**src/rtl/exp2_pkg.sv**
```systemverilog
package exp2_pkg;

    // Antilog table entry: (2^(k / 2^addr_w) - 1) scaled by 2^mant_w, rounded.
    function automatic int antilog_entry(input int k, input int addr_w, input int mant_w);
        real r;
        r = (2.0 ** (real'(k) / real'(1 << addr_w)) - 1.0) * real'(1 << mant_w);
        return $rtoi(r + 0.5);
    endfunction

endpackage

```
**src/rtl/exp2_prescale.sv**
```systemverilog
module exp2_prescale #(
    parameter int IN_W     = 16,
    parameter int K_W      = 16,
    parameter int K_FRAC_W = 14,
    parameter int K_VAL    = 23637
) (
    input  logic signed [IN_W-1:0] x_i,
    input  logic                   en_i,
    output logic signed [IN_W-1:0] x_o
);
    localparam int PW = IN_W + K_W + 1;
    localparam logic [K_W:0] K_U = {1'b0, K_W'(K_VAL)};
    localparam logic signed [PW-1:0] MAXV = $signed({{(PW-IN_W+1){1'b0}}, {(IN_W-1){1'b1}}});
    localparam logic signed [PW-1:0] MINV = $signed({{(PW-IN_W+1){1'b1}}, {(IN_W-1){1'b0}}});

    logic signed [PW-1:0] prod;
    logic signed [PW-1:0] shifted;
    logic signed [IN_W-1:0] clamped;

    always_comb begin
        prod    = $signed(PW'(x_i)) * $signed(PW'(K_U));
        shifted = prod >>> K_FRAC_W;
        if (shifted > MAXV) begin
            clamped = {1'b0, {(IN_W-1){1'b1}}};
        end else if (shifted < MINV) begin
            clamped = {1'b1, {(IN_W-1){1'b0}}};
        end else begin
            clamped = shifted[IN_W-1:0];
        end
        x_o = en_i ? clamped : x_i;
    end
endmodule

```
**src/rtl/exp2_antilog_rom.sv**
```systemverilog
module exp2_antilog_rom #(
    parameter int ADDR_W = 4,
    parameter int MANT_W = 12
) (
    input  logic [ADDR_W-1:0] addr_i,
    output logic [MANT_W-1:0] frac_o
);
    localparam int DEPTH = 1 << ADDR_W;

    logic [MANT_W-1:0] entries [DEPTH];

    for (genvar k = 0; k < DEPTH; k++) begin : g_entry
        localparam int VAL = exp2_pkg::antilog_entry(k, ADDR_W, MANT_W);
        assign entries[k] = MANT_W'(VAL);
    end

    assign frac_o = entries[addr_i];
endmodule

```
**src/rtl/exp2_shifter.sv**
```systemverilog
module exp2_shifter #(
    parameter int INT_W      = 6,
    parameter int MANT_W     = 12,
    parameter int OUT_W      = 16,
    parameter int OUT_FRAC_W = 8
) (
    input  logic signed [INT_W-1:0] n_i,
    input  logic [MANT_W:0]         mant_i,
    output logic [OUT_W-1:0]        y_o,
    output logic                    ovf_o,
    output logic                    unf_o
);
    localparam int OUT_INT_W = OUT_W - OUT_FRAC_W;
    localparam int WW        = OUT_W + MANT_W;
    localparam int SH_W      = $clog2(OUT_W);

    logic [SH_W-1:0] sh;
    logic [WW-1:0]   wide;
    logic            unused_low;
    int              n_int;

    always_comb begin
        n_int = int'(n_i);
        ovf_o = 1'b0;
        unf_o = 1'b0;
        sh    = '0;
        if (n_int >= OUT_INT_W) begin
            ovf_o = 1'b1;
        end else if (n_int < -OUT_FRAC_W) begin
            unf_o = 1'b1;
        end else begin
            sh = SH_W'(n_int + OUT_FRAC_W);
        end
        wide = WW'(mant_i) << sh;
        if (ovf_o) begin
            y_o = '1;
        end else if (unf_o) begin
            y_o = '0;
        end else begin
            y_o = wide[MANT_W +: OUT_W];
        end
    end

    assign unused_low = ^wide[MANT_W-1:0];
endmodule

```
**src/rtl/exp2_approx.sv**
```systemverilog
module exp2_approx #(
    parameter int IN_INT_W   = 6,
    parameter int IN_FRAC_W  = 10,
    parameter int ADDR_W     = 4,
    parameter int MANT_W     = 12,
    parameter int OUT_W      = 16,
    parameter int OUT_FRAC_W = 8,
    parameter bit HAS_SCALE  = 1'b1,
    parameter int K_W        = 16,
    parameter int K_FRAC_W   = 14,
    parameter int K_VAL      = 23637
) (
    input  logic                          clk,
    input  logic                          rst_n,
    input  logic                          in_valid,
    input  logic                          in_scale,
    input  logic [IN_INT_W+IN_FRAC_W-1:0] in_x,
    output logic                          out_valid,
    output logic [OUT_W-1:0]              out_y,
    output logic                          out_ovf,
    output logic                          out_unf
);
    localparam int IN_W  = IN_INT_W + IN_FRAC_W;
    localparam int DROP_W = IN_FRAC_W - ADDR_W;

    typedef struct packed {
        logic                       vld;
        logic signed [IN_INT_W-1:0] ipart;
        logic [ADDR_W-1:0]          idx;
    } stage_a_t;

    typedef struct packed {
        logic             vld;
        logic [OUT_W-1:0] y;
        logic             ovf;
        logic             unf;
    } stage_b_t;

    stage_a_t a_d, a_q;
    stage_b_t b_d, b_q;

    logic signed [IN_W-1:0] x_eff;
    logic [MANT_W-1:0]      rom_frac;
    logic [OUT_W-1:0]       sh_y;
    logic                   sh_ovf;
    logic                   sh_unf;

    if (HAS_SCALE) begin : g_scale
        exp2_prescale #(
            .IN_W     (IN_W),
            .K_W      (K_W),
            .K_FRAC_W (K_FRAC_W),
            .K_VAL    (K_VAL)
        ) u_prescale (
            .x_i  ($signed(in_x)),
            .en_i (in_scale),
            .x_o  (x_eff)
        );
    end else begin : g_noscale
        logic unused_scale;
        assign unused_scale = in_scale;
        assign x_eff        = $signed(in_x);
    end

    if (DROP_W > 0) begin : g_drop
        logic unused_low;
        assign unused_low = ^x_eff[DROP_W-1:0];
    end

    exp2_antilog_rom #(
        .ADDR_W (ADDR_W),
        .MANT_W (MANT_W)
    ) u_rom (
        .addr_i (a_q.idx),
        .frac_o (rom_frac)
    );

    exp2_shifter #(
        .INT_W      (IN_INT_W),
        .MANT_W     (MANT_W),
        .OUT_W      (OUT_W),
        .OUT_FRAC_W (OUT_FRAC_W)
    ) u_shift (
        .n_i    (a_q.ipart),
        .mant_i ({1'b1, rom_frac}),
        .y_o    (sh_y),
        .ovf_o  (sh_ovf),
        .unf_o  (sh_unf)
    );

    always_comb begin
        a_d     = a_q;
        a_d.vld = in_valid;
        if (in_valid) begin
            a_d.ipart = x_eff[IN_W-1 -: IN_INT_W];
            a_d.idx   = x_eff[IN_FRAC_W-1 -: ADDR_W];
        end

        b_d     = b_q;
        b_d.vld = a_q.vld;
        b_d.ovf = 1'b0;
        b_d.unf = 1'b0;
        if (a_q.vld) begin
            b_d.y   = sh_y;
            b_d.ovf = sh_ovf;
            b_d.unf = sh_unf;
        end
    end

    always_ff @(posedge clk or negedge rst_n) begin
        if (!rst_n) begin
            a_q <= '0;
            b_q <= '0;
        end else begin
            a_q <= a_d;
            b_q <= b_d;
        end
    end

    assign out_valid = b_q.vld;
    assign out_y     = b_q.y;
    assign out_ovf   = b_q.ovf;
    assign out_unf   = b_q.unf;
endmodule

```
**config.mk**
```make
export PLATFORM = sky130hd
export DESIGN_NAME = exp2_approx
export DESIGN_NICKNAME = d
export VERILOG_FILES = /design/src/rtl/exp2_pkg.sv /design/src/rtl/exp2_prescale.sv /design/src/rtl/exp2_antilog_rom.sv /design/src/rtl/exp2_shifter.sv /design/src/rtl/exp2_approx.sv
export SDC_FILE = /design/constraint.sdc
export NUM_CORES = 1
export LEC_CHECK = 0
export BUFFER_PORTS_ARGS = -buffer_cell sky130_fd_sc_hd__buf_2
export CAP_MARGIN = 20
export CORE_ASPECT_RATIO = 1.2
export CORE_MARGIN = 1.5
export CORE_UTILIZATION = 34
export CTS_CLUSTER_DIAMETER = 100
export DETAILED_ROUTE_END_ITERATION = 8
export GPL_TIMING_DRIVEN = 0
export PLACE_DENSITY = 0.52
export SYNTH_ARGS = -nofsm -noshare
export SYNTH_HDL_FRONTEND = slang
export SYNTH_SLANG_ARGS = --single-unit
```
**constraint.sdc**
```tcl
create_clock -name clk -period 2.96 [get_ports clk]
set_input_delay 0 -clock clk [delete_from_list [all_inputs] [get_ports clk]]
set_output_delay 0 -clock clk [all_outputs]
set_load 0.03 [all_outputs]
```
== Word-level counts from Yosys, hierarchy flattened ==
Memories as Yosys holds them, arrays and structs flattened.
Cells that the tools add are included.

* Muxes and demuxes: 13
* Add/subtract/negate cells: 1
* Shift operators: 1
* Bitwise gates (word level): 1
* $mul: 1
* Order comparisons: 5

{| class="wikitable"
|+ Operators by type and width
! operator !! number
|-
| $mux W16 || 5
|-
| $mul A16 B16 Y32 const B || 1
|-
| $shl A13 B4 Y28 || 1
|-
| $mux W12 || 2
|-
| $gt A18 B16 Y1 const B || 1
|-
| $lt A18 B16 Y1 const B || 1
|-
| $mux W4 || 2
|-
| $ge A6 B5 Y1 const B || 1
|-
| $lt A6 B4 Y1 const B || 1
|-
| $ge A5 B5 Y1 const B || 1
|-
| $not A4 Y5 || 1
|-
| $add A4 B4 Y4 const B || 1
|-
| $mux W1 || 3
|-
| $mux W2 || 1
|}

* Bits in registers: 30
* Input bits: 20
* ROM bits: 192
* Memories: 1

{| class="wikitable"
|+ Memory list
! name !! words !! bits a word !! rd ports !! clocked after memory_dff !! write ports !! RTL line !! RTL
|-
| (name not given) || 16 || 12 || 1 || 0 || 0 || exp2_antilog_rom.sv:17 || <nowiki>assign frac_o = entries[addr_i];</nowiki>
|}

== Logic depth before layout (Yosys ltp) ==
* Depth after elaboration: 7
* Depth in mapped cells: 21

== By module ==
Synthesis repeated with hierarchy kept, for this count alone.

* Cells, all modules: 898
* Area, all modules: 8,022.7 um2

{| class="wikitable"
|+ Modules (own cells, without submodules)
! module !! times used !! area each (um2) !! cells an instance
|-
| exp2_prescale || 1 || 5,455.2 || 632
|-
| exp2_approx || 1 || 1,128.6 || 62
|-
| exp2_shifter || 1 || 1,077.3 || 155
|-
| exp2_antilog_rom || 1 || 361.6 || 49
|}

== Worst setup path after synthesis ==
Ideal clock, no wire load.

* Path type: input to register
* Start: input in_x[15]
* End: register a_q[6] (netlist bit)
* Arrival time: 5.310 ns
* Setup slack: -2.436 ns
* Buffers on the path: 1
* Stages: 19
* Data required time: 2.873 ns
* Path through: clkbuf_1 clkinv_1 fa_1 inv_1 ha_1 fa_1 fa_1 inv_1 fa_1 inv_1 ha_1 nand2_1 or3b_1 a31o_1 a211oi_2 o32ai_1 nor3b_2 a31oi_1 a211oi_2

* Longest elaborated chain between the ends: 5
* Elaborated cells on any way between the ends: 6
* Classes of those cells: mul: 1; order compare: 2; mux: 3

{| class="wikitable"
|+ Ends and longest elaborated chain
! element !! RTL line !! RTL
|-
| start: declaration || exp2_approx.sv:17 || <nowiki>input logic [IN_INT_W+IN_FRAC_W-1:0] in_x,</nowiki>
|-
| $mul A16 B16 Y32 * || exp2_prescale.sv:21 || <nowiki>prod = $signed(PW'(x_i)) * $signed(PW'(K_U));</nowiki>
|-
| $lt A18 B16 Y1 || exp2_prescale.sv:25 || <nowiki>end else if (shifted < MINV) begin</nowiki>
|-
| $mux W16 || exp2_prescale.sv:25 ||
|-
| $mux W16 * || exp2_prescale.sv:23 || <nowiki>if (shifted > MAXV) begin</nowiki>
|-
| $mux W16 * || exp2_prescale.sv:30 || <nowiki>x_o = en_i ? clamped : x_i;</nowiki>
|-
| end signal: assignment || exp2_approx.sv:112 || <nowiki>a_q <= '0;</nowiki>
|-
| end signal: assignment || exp2_approx.sv:115 || <nowiki>a_q <= a_d;</nowiki>
|-
| end: declaration || exp2_approx.sv:39 || <nowiki>stage_a_t a_d, a_q;</nowiki>
|}

Mark *: on every way between the ends. The rest lies on a longest branch, timed or not.
A chain may end at the register's enable or synchronous reset.

== Final worst setup path ==
* Start: input in_x[7]
* End: register a_q[5] (netlist bit)

Same word-level chain as after synthesis.

==> results.yml <==
clock_tree:
  htree_levels: 2
  clock-sinks: 30
  clk_latency_ps: 280
  cts_tree: "done"
  cts_root_buf: "clkbuf_16"
  cts_made_buffers: 5
  ctsLongestPathBuffers: 2
  path_clk_slew_ps: 60
yosys:
  netlist_top_cells_area: "fa_1 (23%), ha_1 (21%), dfrtp_1 (11%), inv_1 (10%), xnor2_1 (3.6%)"
  yosysTopAreaCellShare: 0.233
  synth_fp_nets: 1042
  synth_area_sq_um: 7120
  syn_area_per_cell_sq_um: 8.70
  ys.flop_type: "dfrtp_1"
  ys_types: 62
  synthCells: 818
  yosysWarnings: 0
  yosysTopAreaCell: "fa_1"
  ys_ff_latch: 30
  async_reset_ff_frac: 1.00
  synth_edf_count: 0
  yosysSeqAreaShare: 0.105
drt:
  antenna_left: 0
  wirelength_um: 16900
  via_count: 5568
  drc: 0
  viasPerCell: 4.84
  wl_per_cell_um: 14.7
  firstDrtPassIters: 4
  first_iter_violations: 212
status:
  status: "finished, violations left"
  violations: "setup timing"
sta:
  hold_viol_final: 0
  worst_pin_slew_ps: 893
  clock-skew-final_ps: 4.88
  hold-worst-slack_ps: 111
  setup_viol: 10
  setup_ws_ps: -2230
  rsz0062_at_grt: "true"
  fin_crit_ps: 5190
  fmax_mhz: 193
  min_period_over_period: 1.75
  drv_slew: 0
  relSlewSlack: 0.398
grt:
  grt_pass1_wl_um: 28300
  antenna_found_initial: 0
  grt_max_degree: 31
  grt.overflow.total: 0
  grt_pass1_vias: 5756
  grt_util_all_layers: 0.161
floorplanning:
  die_h_um: 162
  io_pins: 39
  initial_core_util: 0.349
  rows: 57
  core_area_sq_um: 20400
  chipWidth_um: 135
  dieArea_sq_um: 21800
layout:
  final_cell_mix: "inv_1 (179), ha_1 (109), fa_1 (79)"
  final_common_cell: "inv_1"
  diodes: 0
  drive_gt1_frac: 0.175
  final_cells: 1151
  area_growth_pct: 17.6
  num-nets-final: 1109
setup_path:
  path_class: "primary input to flip-flop"
  arrival_ps: 5380
  crit_required_ps: 3150
  crit_fanout: 6
  end_kind: "flip-flop"
  cp-start-kind: "primary input"
placed_design:
  place_congestion: 0.830
  dp_hpwl_um: 13900
  dp_cells: 1121
  portBuffers: 38
job:
  maxCapViolations: 0
min_path:
  min_path_type: "primary input to flip-flop"
-- through the flow --
stage	utilization	area (sq um)	setup WS, ps	setup TNS, ps
floorplan	-	7230	-2200	-20990
global placement	0.380	7750	-3170	-30740
detailed placement	0.380	7750	-3170	-30910
CTS	0.405	8260	-2290	-22260
global route	0.411	8370	-2440	-23590
finish	0.411	8370	-2230	-21710
-- routing by layer --
metal	wire length, um	GRT usage
met1	7540	0.197
met2	8880	0.310
met3	247	0.0110
met4	227	0.0230
met5	0	0
-- path summary, 6_finish.rpt --
| path | endpoint | depth (start not counted) | start | slack [ps] |
|---|---|---|---|---|
| min in group asynchronous | out_y[4] | 2 | rst_n | 320 |
| worst min-delay path | a_q[3] | 3 | in_x[9] | 110 |
| worst min register to register | out_y[0] | 2 | out_y[0] | 490 |
| worst max register to register | out_y[3] | 11 | a_q[1] | 150 |
| worst max-delay path | a_q[5] | 23 | in_x[7] | -2230 |
| max in group asynchronous | a_q[0] | 2 | rst_n | 2160 |
-- registers in the layout (all words and copies together) (netlist names) --
| register | cells |
|---|---|
| out_unf | 1 |
| out_ovf | 1 |
| out_y | 16 |
| out_valid | 1 |
| a_q | 11 |
-- cell families (layout without fill, tap and decap cells) --
group	after synthesis	after routing	synth area share
AOI/OAI and AO/OA	166	166	0.157
xor gates and xnor gates	35	35	0.0431
adders and majority gates	204	204	0.446
buffers and inverters	222	290	0.118
DFF	30	30	0.105
muxes	21	21	0.0359
and+or+nand+nor	140	140	0.0944
-- Yosys cell counts (2+ instances only) --
library cell / n
nor2_1: 50
xor2_1: 6
nand3b_1: 5
a31oi_1: 6
nor3_1: 5
a21boi_0: 2
a211o_1: 2
buf_2: 5
o211ai_1: 7
mux2i_1: 12
o21a_1: 2
a211oi_1: 8
ha_1: 121
o221a_2: 2
clkbuf_1: 18
nor2b_1: 5
o311ai_0: 2
inv_1: 197
nand2_1: 39
a211oi_2: 9
a21o_1: 8
mux4_2: 3
dfrtp_1: 30
nor3b_1: 2
o21ai_0: 41
o21a_2: 2
o31ai_1: 2
nand4_1: 6
fa_1: 83
mux2_2: 6
a21oi_1: 50
and3_1: 4
nand3_1: 7
a311oi_1: 5
xnor2_1: 29
o22ai_1: 2
a221oi_1: 3
or2_2: 3
nand2b_1: 6
-- critical path: stages --
cell and delay (ps):
buf_12 80, clkinvlp_4 150, buf_6 160, fa_1 510
inv_2 50, ha_4 200, fa_1 520, fa_2 450
fa_1 490, inv_1 50, fa_1 490, inv_2 50
ha_4 270, and2_4 150, or3b_4 380, a31o_4 250
a211oi_4 230, buf_6 160, nor3_2 60, o31ai_4 270
buf_6 170, a21oi_2 50, a211oi_2 190
-- what timing repair did --
item,CTS,global route
hold buffers,2,0
setup endpoints to repair,16,17
gates resized for setup,60,20
setup buffers,15,5
pin swaps,23,15
hold endpoints to repair,31,0
-- layout make-up --
| class | instances | area [sq um] |
|---|---|---|
| timing repair buffer | 60 | 485 |
| buffer | 24 | 110 |
| multi-input combinational | 566 | 5770 |
| clock inverter | 3 | 40.0 |
| inverter | 198 | 762 |
| fill | 2089 | 12000 |
| tap | 265 | 332 |
| sequential | 30 | 752 |
| clock buffer | 5 | 125 |
Power is not shown: default switching activity piles up to over one toggle a cycle in this logic, so the estimate is an artifact.
